### src/rtl/irq_arb_pkg.sv
package irq_arb_pkg;

    typedef enum logic [2:0] {
        CLS_NONE = 3'd0,
        CLS_SYNC = 3'd1,
        CLS_MCHK = 3'd2,
        CLS_EXT  = 3'd3,
        CLS_IO   = 3'd4
    } irq_class_e;

    localparam logic [15:0] CODE_CLKCMP = 16'h1004;
    localparam logic [15:0] CODE_CPUTMR = 16'h1005;

    typedef struct packed {
        logic mck;
        logic ext;
        logic io;
        logic tod;
        logic cpt;
    } pend_t;

    typedef struct packed {
        pend_t pend;
        logic  irq;
    } arb_state_t;

endpackage

### src/rtl/irq_lifo.sv
module irq_lifo #(
    parameter int W     = 32,
    parameter int DEPTH = 4
) (
    input  logic                       clk,
    input  logic                       rst_n,
    input  logic                       push,
    input  logic                       pop,
    input  logic [W-1:0]               din,
    output logic [W-1:0]               top,
    output logic [$clog2(DEPTH+1)-1:0] cnt,
    output logic                       ovf
);
    localparam int CW = $clog2(DEPTH + 1);
    localparam int AW = (DEPTH > 1) ? $clog2(DEPTH) : 1;

    logic [W-1:0]  mem_q [DEPTH];
    logic [W-1:0]  mem_d [DEPTH];
    logic [CW-1:0] cnt_q, cnt_d;
    logic          ovf_q, ovf_d;
    logic [CW-1:0] cm1;
    logic          full;

    assign cm1  = cnt_q - CW'(1);
    assign full = (cnt_q == CW'(DEPTH));

    always_comb begin
        mem_d = mem_q;
        cnt_d = cnt_q;
        ovf_d = ovf_q;
        if (pop && cnt_q != '0) begin
            if (push) mem_d[cm1[AW-1:0]] = din;
            else      cnt_d = cm1;
        end else if (push) begin
            if (full) begin
                ovf_d = 1'b1;
            end else begin
                mem_d[cnt_q[AW-1:0]] = din;
                cnt_d = cnt_q + CW'(1);
            end
        end
    end

    always_ff @(posedge clk or negedge rst_n) begin
        if (!rst_n) begin
            mem_q <= '{default: '0};
            cnt_q <= '0;
            ovf_q <= 1'b0;
        end else begin
            mem_q <= mem_d;
            cnt_q <= cnt_d;
            ovf_q <= ovf_d;
        end
    end

    assign top = (cnt_q == '0) ? '0 : mem_q[cm1[AW-1:0]];
    assign cnt = cnt_q;
    assign ovf = ovf_q;


    no_overflow_chk: assert property (@(posedge clk) disable iff (!rst_n)
        cnt_q <= CW'(DEPTH));


    ovf_sticky_chk: assert property (@(posedge clk) disable iff (!rst_n)
        ovf_q |=> ovf_q);


    pop_dec_chk: assert property (@(posedge clk) disable iff (!rst_n)
        (pop && !push && cnt_q != '0) |=> (cnt_q == $past(cnt_q) - CW'(1)));

endmodule

### src/rtl/io_subclass_scan.sv
module io_subclass_scan #(
    parameter int NSUB = 8
) (
    input  logic [NSUB-1:0]         nonempty,
    input  logic [NSUB-1:0]         mask,
    output logic                    found,
    output logic [$clog2(NSUB)-1:0] idx
);
    localparam int SW = $clog2(NSUB);

    always_comb begin
        found = 1'b0;
        idx   = '0;
        for (int i = NSUB - 1; i >= 0; i--) begin
            if (nonempty[i] && mask[i]) begin
                found = 1'b1;
                idx   = SW'(i);
            end
        end
    end

endmodule

### src/rtl/irq_class_arbiter.sv
module irq_class_arbiter
    import irq_arb_pkg::*;
#(
    parameter int DEPTH  = 4,
    parameter int NSUB   = 8,
    parameter int WORD_W = 32,
    parameter int CODE_W = 16
) (
    input  logic                    clk,
    input  logic                    rst_n,
    input  logic                    psw_mchk_en,
    input  logic                    psw_ext_en,
    input  logic                    psw_io_en,
    input  logic [NSUB-1:0]         io_sub_mask,
    input  logic                    crw_enable,
    input  logic                    exc_sync_valid,
    input  logic [CODE_W-1:0]       exc_sync_code,
    input  logic                    tod_req,
    input  logic                    cpt_req,
    input  logic                    ext_push,
    input  logic [CODE_W-1:0]       ext_push_code,
    input  logic [WORD_W-1:0]       ext_push_param,
    input  logic                    io_push,
    input  logic [$clog2(NSUB)-1:0] io_push_sub,
    input  logic [WORD_W-1:0]       io_push_word,
    input  logic                    mck_push,
    input  logic [WORD_W-1:0]       mck_push_info,
    input  logic                    ack,
    output logic                    sel_valid,
    output logic [2:0]              sel_class,
    output logic [CODE_W-1:0]       sel_code,
    output logic [WORD_W-1:0]       sel_data,
    output logic                    irq_req,
    output logic                    ext_ovf,
    output logic                    io_ovf,
    output logic                    mck_ovf
);
    localparam int CW    = $clog2(DEPTH + 1);
    localparam int SW    = $clog2(NSUB);
    localparam int EXT_W = CODE_W + WORD_W;

    arb_state_t st_q, st_d;

    logic [EXT_W-1:0]  ext_top;
    logic [CW-1:0]     ext_cnt;
    logic [WORD_W-1:0] mck_top;
    logic [CW-1:0]     mck_cnt;
    logic [WORD_W-1:0] io_top [NSUB];
    logic [CW-1:0]     io_cnt [NSUB];
    logic [NSUB-1:0]   io_ovf_v, io_nonempty, io_remain;
    logic              io_found;
    logic [SW-1:0]     io_idx;

    irq_class_e        cls;
    logic [CODE_W-1:0] code;
    logic [WORD_W-1:0] data;
    logic              drop_mck, take, ext_pop, mck_pop, io_pop, tod_clr, cpt_clr;

    irq_lifo #(.W(EXT_W), .DEPTH(DEPTH)) u_ext_q (
        .clk(clk), .rst_n(rst_n), .push(ext_push), .pop(ext_pop),
        .din({ext_push_code, ext_push_param}), .top(ext_top),
        .cnt(ext_cnt), .ovf(ext_ovf)
    );

    irq_lifo #(.W(WORD_W), .DEPTH(DEPTH)) u_mck_q (
        .clk(clk), .rst_n(rst_n), .push(mck_push), .pop(mck_pop),
        .din(mck_push_info), .top(mck_top),
        .cnt(mck_cnt), .ovf(mck_ovf)
    );

    for (genvar g = 0; g < NSUB; g++) begin : g_io
        logic push_g, pop_g;
        assign push_g = io_push && (io_push_sub == SW'(g));
        assign pop_g  = io_pop && (io_idx == SW'(g));
        irq_lifo #(.W(WORD_W), .DEPTH(DEPTH)) u_q (
            .clk(clk), .rst_n(rst_n), .push(push_g), .pop(pop_g),
            .din(io_push_word), .top(io_top[g]),
            .cnt(io_cnt[g]), .ovf(io_ovf_v[g])
        );
        assign io_nonempty[g] = (io_cnt[g] != '0);
        assign io_remain[g]   = (io_idx == SW'(g)) ? (io_cnt[g] > CW'(1))
                                                   : io_nonempty[g];
    end

    assign io_ovf = |io_ovf_v;

    io_subclass_scan #(.NSUB(NSUB)) u_scan (
        .nonempty(io_nonempty), .mask(io_sub_mask),
        .found(io_found), .idx(io_idx)
    );

    // class selection from registered state
    always_comb begin
        cls      = CLS_NONE;
        code     = '0;
        data     = '0;
        drop_mck = 1'b0;
        if (exc_sync_valid) begin
            cls  = CLS_SYNC;
            code = exc_sync_code;
        end else if (psw_mchk_en && st_q.pend.mck) begin
            if (crw_enable) begin
                cls  = CLS_MCHK;
                data = mck_top;
            end else begin
                drop_mck = 1'b1;
            end
        end else if (psw_ext_en && (st_q.pend.ext || st_q.pend.tod || st_q.pend.cpt)) begin
            cls = CLS_EXT;
            if (st_q.pend.ext) begin
                code = ext_top[EXT_W-1:WORD_W];
                data = ext_top[WORD_W-1:0];
            end else if (st_q.pend.tod) begin
                code = CODE_CLKCMP;
            end else begin
                code = CODE_CPUTMR;
            end
        end else if (psw_io_en && io_found) begin
            cls  = CLS_IO;
            code = CODE_W'(io_idx);
            data = io_top[io_idx];
        end
    end

    // pops, flag clears and next state
    always_comb begin
        take    = ack && (cls != CLS_NONE);
        ext_pop = take && (cls == CLS_EXT) && st_q.pend.ext;
        tod_clr = take && (cls == CLS_EXT) && !st_q.pend.ext && st_q.pend.tod;
        cpt_clr = take && (cls == CLS_EXT) && !st_q.pend.ext && !st_q.pend.tod;
        mck_pop = (take && (cls == CLS_MCHK)) || drop_mck;
        io_pop  = take && (cls == CLS_IO);

        st_d = st_q;
        if (ext_push)                             st_d.pend.ext = 1'b1;
        else if (ext_pop && ext_cnt == CW'(1))    st_d.pend.ext = 1'b0;
        if (mck_push)                             st_d.pend.mck = 1'b1;
        else if (mck_pop && mck_cnt == CW'(1))    st_d.pend.mck = 1'b0;
        if (io_push)                              st_d.pend.io  = 1'b1;
        else if (io_pop)                          st_d.pend.io  = |io_remain;
        if (tod_req)                              st_d.pend.tod = 1'b1;
        else if (tod_clr)                         st_d.pend.tod = 1'b0;
        if (cpt_req)                              st_d.pend.cpt = 1'b1;
        else if (cpt_clr)                         st_d.pend.cpt = 1'b0;
        st_d.irq = |st_d.pend;
    end

    always_ff @(posedge clk or negedge rst_n) begin
        if (!rst_n) st_q <= '0;
        else        st_q <= st_d;
    end

    assign sel_valid = (cls != CLS_NONE);
    assign sel_class = cls;
    assign sel_code  = code;
    assign sel_data  = data;
    assign irq_req   = st_q.irq;


    mchk_gate_chk: assert property (@(posedge clk) disable iff (!rst_n)
        (sel_valid && sel_class == CLS_MCHK) |-> (psw_mchk_en && crw_enable && !exc_sync_valid));


    req_cover_chk: assert property (@(posedge clk) disable iff (!rst_n)
        (sel_valid && sel_class != CLS_SYNC) |-> irq_req);


    io_pick_chk: assert property (@(posedge clk) disable iff (!rst_n)
        (sel_valid && sel_class == CLS_IO) |-> (io_sub_mask[sel_code[SW-1:0]] && psw_io_en));


    mck_drop_chk: assert property (@(posedge clk) disable iff (!rst_n)
        (st_q.pend.mck && psw_mchk_en && !crw_enable && !exc_sync_valid) |-> !sel_valid);


    tod_clear_chk: assert property (@(posedge clk) disable iff (!rst_n)
        (ack && sel_valid && sel_class == CLS_EXT && sel_code == CODE_CLKCMP
         && !st_q.pend.ext && !tod_req) |=> !st_q.pend.tod);

endmodule

### config.mk
export PLATFORM = sky130hd
export DESIGN_NAME = irq_class_arbiter
export DESIGN_NICKNAME = d
export VERILOG_FILES = /design/src/rtl/irq_arb_pkg.sv /design/src/rtl/irq_lifo.sv /design/src/rtl/io_subclass_scan.sv /design/src/rtl/irq_class_arbiter.sv
export SDC_FILE = /design/constraint.sdc
export NUM_CORES = 2
export LEC_CHECK = 0
export ABC_AREA = 1
export BUFFER_PORTS_ARGS = -buffer_cell sky130_fd_sc_hd__clkbuf_2
export CAP_MARGIN = 20
export CORE_ASPECT_RATIO = 1.75
export CORE_UTILIZATION = 55
export DETAILED_ROUTE_END_ITERATION = 16
export HOLD_SLACK_MARGIN = 0.08
export PLACE_DENSITY_LB_ADDON = 0.3
export SYNTH_ARGS = -nofsm -noshare
export SYNTH_HDL_FRONTEND = slang
export SYNTH_SLANG_ARGS = --single-unit
### constraint.sdc
create_clock -name clk -period 4.6 [get_ports clk]
set_input_delay 0 -clock clk [delete_from_list [all_inputs] [get_ports clk]]
set_output_delay 0 -clock clk [all_outputs]
set_load 0.005 [all_outputs]
# After elaboration in Yosys (flattened, before gate mapping)
# Cells that the tools add are included.
# op_classes
shifts	0
order_cmp	49
n_reduce_logical	138
mul	0
muxes	237
bitwise_logic	31
div_mod_pow	0
n_addsub	20
eq_ne	49
# ops
operator	count
128-bit two-way mux	36
128-bit bitwise mux	18
32-bit two-way mux	53
32-bit demux with 2-bit select	18
192-bit two-way mux	4
32-bit binary-select mux with 2-bit select	9
192-bit bitwise mux	2
48-bit two-way mux	5
48-bit demux with 2-bit select	2
3-bit two-way mux	53
32-bit binary-select mux with 3-bit select	1
48-bit binary-select mux with 2-bit select	1
1-bit logical AND	67
16-bit two-way mux	4
3-bit greater-or-equal comparator, second input constant	20
3-bit by 1-bit < comparator with 1-bit output, second input constant	20
2-bit NOT with 3-bit output	20
3-bit AND reduction	20
3-bit equality test, second input constant	19
2-bit != test, second input constant	20
3-bit logical NOT	12
3-bit nonzero test	11
3-bit by 1-bit adder with 3-bit output, second input constant	10
1-bit two-way mux	30
other kinds (14)	69
# totals
ram_bits	0
latch_bits	0
mem_bits_ro	0
output_inout_bits	56
word_cells	590
reg_bits	1390
memories	0

# Longest topological paths before layout
# depth
depth_word	23
ltp_mapped	25

# By module
# Synthesis repeated with hierarchy kept, for this count alone.
# unflattened
hier_cells	9752
hier_area_um2	73205.2
# modules_own_cells
mod	area_per_inst_um2	n_inst	seq_area_each_um2	cells_per_inst
irq_lifo (g_io[0].u_q ...)	6660.1	8	3303.2	863
irq_lifo (u_ext_q)	9813.2	1	4904.7	1274
irq_lifo (u_mck_q)	6658.9	1	3303.2	863
irq_class_arbiter	3333.2	1	150.1	685
io_subclass_scan	118.9	1	0.0	26

# Least setup slack after synthesis
# Ideal clock, no wire load.
# synth_path
kind	reg-to-reg
start	register g_io[7].u_q.cnt_q[0]
end	register g_io[1].u_q.mem_q[65] in the netlist's numbering
setup_ps	117
period_less_slack_ps	3381
path_slack_ps	1219
required_ps	4483
arrival_ps	3264
stages_incl_launch_ff	18
path_cell_list	dfrtp_1 -> inv_1 -> clkbuf_1 -> clkbuf_1 -> ha_1 -> inv_2 -> nor2_2 -> o21ai_2 -> o21ai_2 -> inv_2 -> buf_2 -> nor2_1 -> nand2_4 -> a21oi_1 -> nand2_1 -> buf_2 -> nand2_1 -> nand2_1
# synth_via
elab_chain_len	22
elab_cells_between_ends	33
classes_between	3 x eq/ne; 21 x mux; 9 x reduce/logical
# synth_rtl
item	line	rtl
start: declaration	irq_lifo.sv:19	logic [CW-1:0] cnt_q, cnt_d;
start signal: assignment	irq_lifo.sv:51	cnt_q <= cnt_d;
3-bit nonzero test (*)	irq_class_arbiter.sv:80	assign io_nonempty[g] = (io_cnt[g] != '0);
1-bit logical AND (*)	io_subclass_scan.sv:15	if (nonempty[i] && mask[i]) begin
1-bit two-way mux (8 in a row)	io_subclass_scan.sv:15	
1-bit logical AND	irq_class_arbiter.sv:118	end else if (psw_io_en && io_found) begin
3-bit two-way mux	irq_class_arbiter.sv:118	
3-bit two-way mux	irq_class_arbiter.sv:108	end else if (psw_ext_en && (st_q.pend.ext || st_q.pend.tod || st_q.pend.cpt)) begin
3-bit two-way mux	irq_class_arbiter.sv:101	end else if (psw_mchk_en && st_q.pend.mck) begin
3-bit two-way mux	irq_class_arbiter.sv:98	if (exc_sync_valid) begin
3-bit nonzero test	irq_class_arbiter.sv:127	take = ack && (cls != CLS_NONE);
1-bit logical AND	irq_class_arbiter.sv:127	
1-bit logical AND	irq_class_arbiter.sv:132	io_pop = take && (cls == CLS_IO);
1-bit logical AND (*)	irq_class_arbiter.sv:74	assign pop_g = io_pop && (io_idx == SW'(g));
1-bit logical AND (*)	irq_lifo.sv:31	if (pop && cnt_q != '0) begin
2-bit != test (no line)	--	
2-bit AND reduction (no line)	--	
end signal: assignment	irq_lifo.sv:50	mem_q <= mem_d;
end: declaration	irq_lifo.sv:17	logic [W-1:0] mem_q [DEPTH];
# Every way passes the cells marked *; elsewhere a longest branch is shown, timed or not.
# A chain may end at the register's enable or synchronous reset.

# Worst setup path after layout
# layout_path
start	register g_io[1].u_q.cnt_q[1]
end	output sel_data[7]
# layout_via
elab_chain_len	13
elab_cells_between_ends	22
classes_between	1 x add/sub; 15 x mux; 2 x bitwise; 4 x reduce/logical
# layout_rtl
item	line	rtl
start: declaration	irq_lifo.sv:19	
start signal: assignment	irq_lifo.sv:51	
3-bit by 1-bit subtractor with 3-bit output	irq_lifo.sv:24	assign cm1 = cnt_q - CW'(1);
2-bit NOT with 3-bit output (not written as such)	irq_lifo.sv:56	assign top = (cnt_q == '0) ? '0 : mem_q[cm1[AW-1:0]];
32-bit binary-select mux with 2-bit select	irq_lifo.sv:56	
32-bit two-way mux (not written as such) (2 in a row)	irq_lifo.sv:56	
32-bit two-way mux	irq_lifo.sv:56	
32-bit binary-select mux with 3-bit select	irq_class_arbiter.sv:121	data = io_top[io_idx];
32-bit two-way mux (not written as such) (2 in a row)	irq_class_arbiter.sv:121	
32-bit two-way mux (*)	irq_class_arbiter.sv:118	
32-bit two-way mux (*)	irq_class_arbiter.sv:108	
32-bit two-way mux (*)	irq_class_arbiter.sv:101	
32-bit two-way mux (*)	irq_class_arbiter.sv:98	
end: declaration	irq_class_arbiter.sv:32	output logic [WORD_W-1:0] sel_data,
# Every way passes the cells marked *; elsewhere a longest branch is shown, timed or not. The select of a mux whose other input is x is not followed.

==> reports/metrics.yaml <==
core_um2: 120000
synth_area_leaders: "dfrtp_1 (52%), nand2_1 (14%), o21ai_0 (13%), nor2_1 (3.8%), clkbuf_1 (2.8%)"
slew_headroom_pct: 20.7
power_density_nw_per_um2: 798
wirelength_um: 229000
cts_made_buffers: 130
clkTransAtPathRegs_ps: 60
netlist.area_leader.share_pct: 52.3
gp_congestion: 0.997
max-clock-path-buffers: 3
final_cell_mix: "nand2_1 (2,505), o21ai_0 (1,684), dfrtp_1 (1,380)"
ir_worst_vdd_uv: 1190
fin_skew_ps: 36.3
p_leak_nw: 36.2
period_share_pct: 98.0
fp.dieH_um: 462
grt_max_degree: 155
hp-class: "input port to register"
antenna_found_initial: 6
drv_slew: 0
drv_cap: 0
num_rows: 168
hold_viol_final: 0
required_ps: 4600
synthesis.area_um2: 66500
pre_cts_ws_ps: 647
drive_above_1_share_pct: 8.21
initial_core_util_pct: 55.5
post-route-min-period_ps: 4510
io_pins: 208
mostFrequentLayoutCell: "nand2_1"
synth.avg_cell_area_um2: 7.86
nets: 8716
ant_nets: 0
worstSetupPathType: "register to primary output"
end_kind: "primary output"
die_area_um2: 122000
layout_setup_ws_ps: 93.9
syn_nets: 8674
cts_root_buf: "clkbuf_16"
dr.pass1.iters: 9
globalRouteTotalUtil_pct: 37.7
setup_viol: 0
synth-main-ff-cell: "dfrtp_1"
clock-sinks: 1390
tns_ps: 0
yosysWarnings: 0
wl_per_cell_um: 22.6
ys_ff_latch: 1390
routed-via-count: 60900
io_buffers: 207
grt_pass1_wl_um: 350000
htreeDepth: 4
synthArstFlopShare_pct: 100
worst_pin_slew_ps: 1190
yosys.area.top_type: "dfrtp_1"
status: "finished, final reports clean"
cp_max_fo: 25
dp_hpwl_um: 150000
cp.arrival_ps: 4510
gr-total-overflow: 0
synth_edf_count: 0
drc: 0
grt_pass1_vias: 57800
syn-instance-count: 8458
ys_seq_area_share_pct: 52.3
drt_iter0_drc: 7316
n_fill_cell: 10400
clkLatencyLatePin_ps: 810
viasPerCell: 6.02
die_w_um: 265
crit_path_start_kind: "register"
clock.fmax_mhz: 222
rsz0062_at_grt: "false"
cts_setup_buffers: 0
cts_tree: "built"
area_delta_synth_final_pct: 12.8
ys_types: 50
-- critical path: stages (launching register included) --
cell      delay, ps
dfrtp_1         390
inv_1           120
ha_1            240
nand2_2         110
buf_4           390
clkinv_1        660
a221o_1         610
a21oi_1         390
nand3_1         280
nand2_1         120
nand2_1          70
nand2_1         150
clkbuf_2        160
-- report_power, final --
part	leakage [nW]	internal (mW)	total (mW)	switching, mW
sequential	17.6	17.5	20.3	2.74
combinational	16.5	8.73	28.3	19.6
clock	2.16	6.28	11.3	5.03
total	36.2	32.5	59.9	27.3
-- repair_timing --
item	CTS	global route
setup endpoints to repair	0	21
resized for setup	0	6
hold endpoints to repair	1833	0
hold buffers	204	0
-- Yosys cell counts, types with 3 or more instances --
cell,n
nor4_1,3
o21bai_1,4
buf_2,129
a21o_1,3
nor2_1,681
o21ai_1,252
o211ai_1,20
inv_2,16
o21a_1,3
or2_2,4
a21oi_1,212
o32ai_1,32
nand3_4,5
a221o_1,12
nand3_2,7
a31o_2,5
buf_4,6
nand3_1,286
o21ai_0,1684
nand4_1,12
o22ai_1,164
nand2_2,14
clkbuf_1,503
ha_1,64
dfrtp_1,1390
xor2_1,16
a21boi_0,4
inv_1,328
nor2_2,7
a21oi_4,3
clkinv_1,5
nand2_1,2517
buf_1,29
buf_6,3
nand2_4,8
xnor2_1,4
nor2_4,7
-- layout make-up --
type                       instances  area [µm²]  share of cell area (%)
antenna                            2        5.00                 0.00667
clock buffer                     185        3750                    5.00
clock inverter                    46         657                   0.876
inverter                         349        1310                    1.75
multi-input combinational       6047       27800                    37.1
sequential                      1390       34800                    46.4
tap                             1530        1910                    2.55
timing repair buffer             582        4780                    6.37
-- sequential cells by signal (all words and copies together), names as in the netlist --
signal and count:
irq_req 1, u_ext_q.mem_q 192, g_io.u_q.ovf 8, u_mck_q.mem_q 128
u_ext_q.ovf 1, u_ext_q.cnt 3, g_io.u_q.mem_q 1024, st_q 5
u_mck_q.cnt 3, g_io.u_q.cnt 24, u_mck_q.ovf 1
-- per-stage QoR --
step                total power [mW]  cell area [µm²]  hold WS (ps)  instances  util, %
floorplan                       37.5            66500          -296       8458        -
global placement                46.8            68300          69.7       9683     57.0
detailed placement              47.5            68400          70.9       9689     57.1
CTS                             59.1            74900          83.1      10100     62.5
global route                    63.6            75000           116      10100     62.6
finish                          59.9            75000          97.3      10100     62.6
-- path summary, 6_finish.rpt --
path                                    startpoint                    end  slack [ps]  cells after the start
worst max-delay path            g_io[1].u_q.cnt[1]            sel_data[7]          90                     12
worst min-delay path             mck_push_info[18]     u_mck_q.mem_q[114]         100                      4
worst max register to register             st_q[4]  g_io[4].u_q.mem_q[72]         510                     14
worst min register to register         u_mck_q.ovf            u_mck_q.ovf         460                      1
max in group asynchronous                    rst_n     g_io[0].u_q.cnt[0]        3190                      4
min in group asynchronous                    rst_n  g_io[3].u_q.mem_q[73]         580                      4
-- per-layer routing --
metal / track usage, % / routed length (µm) / up-vias
met3: 6.90 / 19900 / 783
li1: - / - / 27800
met5: 0 / 18 / -
met4: 27.7 / 19500 / 4
met1: 45.7 / 83200 / 29300
met2: 60.5 / 107000 / 3146
-- cell families (layout without fill, tap and decap cells) --
logic type | after synthesis | after routing | synth area share (%)
other | 0 | 2 | 0
flip-flops | 1390 | 1390 | 52.3
XOR/XNOR | 20 | 20 | 0.263
AND/OR/NAND/NOR | 3552 | 3552 | 21.1
buffers and inverters | 1021 | 1162 | 6.08
AO/OA/AOI/OAI | 2411 | 2411 | 19.1
adder cells (fa/ha/maj) | 64 | 64 | 1.20
(Power assumes the default switching activity.)
